==> src/rtl/byte_write_ctl.sv <==
module byte_write_ctl #(
  parameter int NUM_BYTES = 4,
  parameter int BYTE_W    = 8
) (
  input  logic                        clk,
  input  logic                        rst_n,
  input  logic                        glb_wr_n,
  input  logic                        byte_gate_n,
  input  logic [NUM_BYTES-1:0]        byte_sel_n,
  input  logic                        proc_strobe_n,
  input  logic [NUM_BYTES*BYTE_W-1:0] wr_data,
  output logic [NUM_BYTES-1:0]        wr_mask,
  output logic                        wr_active,
  output logic [NUM_BYTES*BYTE_W-1:0] wr_data_q
);
  localparam int DW = NUM_BYTES * BYTE_W;

  logic               byte_path_open;
  logic [NUM_BYTES-1:0] mask_d;

  assign byte_path_open = ~byte_gate_n & proc_strobe_n;

  for (genvar i = 0; i < NUM_BYTES; i++) begin : g_lane
    assign mask_d[i] = ~glb_wr_n | (byte_path_open & ~byte_sel_n[i]);
  end

  always_ff @(posedge clk) begin
    if (!rst_n) begin
      wr_mask   <= '0;
      wr_active <= 1'b0;
      wr_data_q <= '0;
    end else begin
      wr_mask   <= mask_d;
      wr_active <= |mask_d;
      wr_data_q <= wr_data;
    end
  end

  assert_global_R2: assert property (@(posedge clk) disable iff (!rst_n)
    !glb_wr_n |=> (wr_mask == {NUM_BYTES{1'b1}}));

  assert_gate_closed_R3: assert property (@(posedge clk) disable iff (!rst_n)
    (glb_wr_n && byte_gate_n) |=> (wr_mask == '0));

  assert_byte_pass_R4: assert property (@(posedge clk) disable iff (!rst_n)
    (glb_wr_n && !byte_gate_n && proc_strobe_n) |=> (wr_mask == ~$past(byte_sel_n)));

  assert_strobe_veto_R5: assert property (@(posedge clk) disable iff (!rst_n)
    (glb_wr_n && !proc_strobe_n) |=> (wr_mask == '0));

  assert_empty_read_R6: assert property (@(posedge clk) disable iff (!rst_n)
    (glb_wr_n && !byte_gate_n && proc_strobe_n && (&byte_sel_n)) |=> !wr_active);

  assert_data_with_mask_R7: assert property (@(posedge clk) disable iff (!rst_n)
    1'b1 |=> (wr_data_q == $past(wr_data)));

  assert_flag_matches_R8: assert property (@(posedge clk) disable iff (!rst_n)
    wr_active == (wr_mask != '0));

  initial begin
    if (DW != NUM_BYTES * BYTE_W) $error("width mismatch");
  end
endmodule

==> config.mk <==
export PLATFORM = sky130hd
export DESIGN_NAME = byte_write_ctl
export DESIGN_NICKNAME = d
export VERILOG_FILES = /design/src/rtl/byte_write_ctl.sv
export SDC_FILE = /design/constraint.sdc
export NUM_CORES = 1
export LEC_CHECK = 0
export CORE_ASPECT_RATIO = 0.8
export CORE_MARGIN = 1.5
export CORE_UTILIZATION = 39
export DETAILED_ROUTE_END_ITERATION = 7
export DONT_BUFFER_PORTS = 1
export GPL_ROUTABILITY_DRIVEN = 0
export GPL_TIMING_DRIVEN = 0
export SLEW_MARGIN = 20
export SYNTH_ARGS = -nofsm -noshare
export SYNTH_HDL_FRONTEND = slang
export SYNTH_SLANG_ARGS = --single-unit
==> constraint.sdc <==
create_clock -name clk -period 1.12 [get_ports clk]
set_input_delay 0.224 -clock clk [delete_from_list [all_inputs] [get_ports clk]]
set_output_delay 0.224 -clock clk [all_outputs]
set_load 0.01 [all_outputs]
==> flow_metrics.py <==
metrics = {
    "setup_path": {
        "critical_path.startpoint": "wr_data_q[2]",
        "cp.required_ns": 0.90,
        "cp.arrival_ns": 0.71,
        "critPathCaptureType": "primary output",
        "crit_cells": 0,
        "critPathMaxFanout": 1,
        "critPathLaunchType": "flip-flop",
        "path_class": "reg2out",
        "setup.worst_path.end": "wr_data_q[2]",
    },
    "grt": {
        "grt_pass1_vias": 571,
        "grt_max_degree": 12,
        "antenna_found_initial": 0,
        "grt-ovfl-total": 0,
        "grt_pass1_wl_mm": 2.40,
        "grtUsageTotal_pct": 11.5,
    },
    "min_path": {
        "min_path_type": "in2reg",
    },
    "finish": {
        "stdcell_count": 131,
        "fillers": 241,
        "layout_commonest_cell": "dfxtp_1",
        "nets": 135,
        "drive_above_1_share_pct": 7.37,
        "multi_input_area_sq_um": 278,
        "antennaDiodeCount": 0,
        "final_cell_mix": "dfxtp_1, and2_1, clkbuf_4",
        "seqCellArea_sq_um": 741,
        "syn2layout_area_growth_pct": 15.5,
    },
    "clock_network": {
        "cts_tree": "done",
        "cts_setup_buffers": 0,
        "cts-resized-gates": 0,
        "cts.path.max_buffers": 2,
        "clkTransAtPathRegs_ns": 0.10,
        "h-tree-depth": 2,
        "ctsHoldBuffers": 1,
        "cts_sinks": 37,
        "numCtsBuffers": 5,
        "cts-root-buf": "clkbuf_4",
    },
    "drt": {
        "drt_iter0_markers": 18,
        "vias": 588,
        "wire_per_inst_microns": 12.8,
        "via_per_inst": 4.49,
        "routed_wl_mm": 1.67,
        "antenna_left": 0,
        "drc": 0,
        "firstDrtPassIters": 3,
    },
    "die": {
        "initial_core_util_pct": 41.6,
        "die-width_microns": 60.6,
        "io_pins": 78,
        "die_y_microns": 49.0,
        "die-area_sq_um": 2970,
        "placementRows": 16,
        "fp.coreArea_sq_um": 2480,
    },
    "pwr": {
        "powerDensity_nw_per_um2": 2050,
        "leakage_uw": 0.000484,
        "vdd.ir_drop.worst_v": 0.000806,
    },
    "synthesis": {
        "synth_top_family_by_area": "simple AND/OR/NAND/NOR gates",
        "synth_area_per_cell_sq_um": 12.3,
        "netlist-cell-type-count": 9,
        "syn_nets": 125,
        "synth_cells": 84,
        "ys_ff_latch": 37,
        "seq_area_frac_synth_pct": 71.7,
        "yosysWarnings": 0,
        "netlist_area_sq_um": 1030,
        "synth_fa_ha_area_share_pct": 0,
        "synthXorXnorAreaFrac_pct": 0,
        "synth_simple_gate_area_share_pct": 24.3,
        "synth_compound_area_share_pct": 2.54,
        "synth_mux_area_share_pct": 0,
    },
    "status": {
        "status": "complete, no violations",
    },
    "sta": {
        "worst_pin_slew_ns": 0.278,
        "setup_viol_count_final": 0,
        "maxSlewViolCount": 0,
        "fin_crit_ns": 0.929,
        "finalCritPeriodShare_pct": 83.0,
        "hold_viol": 0,
        "relSlewSlack_pct": 81.4,
        "rsz0062_at_grt": "no",
        "fmax_mhz": 1080,
        "final.setup.tns_ns": 0,
    },
    "placed_design": {
        "dp.cells": 120,
        "io_buffers": 0,
    },
    "run": {
        "max-cap-violations": 0,
    },
}
layout make-up:
| cell class | instances | area share, % |
|---|---|---|
| buffer | 3 | 0.943 |
| clock inverter | 1 | 2.52 |
| inverter | 1 | 0.314 |
| sequential | 37 | 62.1 |
| timing repair buffer | 3 | 2.52 |
| tap | 36 | 3.77 |
| multi-input combinational | 43 | 23.3 |
| clock buffer | 7 | 4.61 |
synth_stat cells, drive strengths merged:
cell	n	area (sq um)
and2	32	200
dfxtp	37	741
or3b	4	35.0
o22ai	1	6.26
and4	1	8.76
nand3b	1	7.51
a21oi	4	20.0
clkbuf	3	11.3
inv	1	3.75
sequential cells by signal, indices dropped and copies added, names as in the netlist:
signal	flops
wr_active	1
wr_data_q	32
wr_mask	4
worst min-delay path by stage:
stage | from | end | slack, ns | depth (start not counted)
2_1_floorplan | glb_wr_n | wr_mask[0] | 0.32 | 1
3_3_place_gp | glb_wr_n | wr_mask[0] | 0.32 | 1
3_5_place_dp | glb_wr_n | wr_mask[0] | 0.32 | 1
4_1_cts | wr_data[14] | wr_data_q[14] | 0.001 | 1
5_1_grt | wr_data[27] | wr_data_q[27] | 0.002 | 1
6_report | wr_data[14] | wr_data_q[14] | 0.02 | 1
metrics by stage:
step / cell area, sq um / util, % / worst slack [ns] / hold slack [ns] / power [uW]
3_5_place_dp: 1080 / 43.4 / 0.313 / 0.320 / 1560
3_3_place_gp: 1080 / 43.4 / 0.299 / 0.324 / 1550
2_1_floorplan: 1030 / - / 0.350 / 0.316 / 1540
5_1_grt: 1190 / 48.1 / 0.151 / 0.00161 / 2560
6_report: 1190 / 48.1 / 0.191 / 0.0223 / 2450
4_1_cts: 1170 / 47.3 / 0.167 / 0.00115 / 2480
cells by family (layout without fill, tap and decap cells):
logic type             count (synthesis)  in the layout
AO/OA/AOI/OAI                          5              5
buffers and inverters                  4             15
flip-flops                            37             37
AND/OR/NAND/NOR                       38             38
report_power, final:
| part | switching [uW] | internal [uW] |
|---|---|---|
| clock | 386 | 533 |
| combinational | 31.1 | 47.2 |
| sequential | 62.7 | 1390 |
metal layers:
layer  wire, microns  track usage, %  part of all wire, %  vias up
li1                -               -                    -      282
met5               0               0                    0        -
met1             555            10.8                   33      255
met3             267            7.16                   16        2
met4              20            6.52                  1.2        0
met2             829            18.8                   50       49
Power figures use the tool's default switching activity.
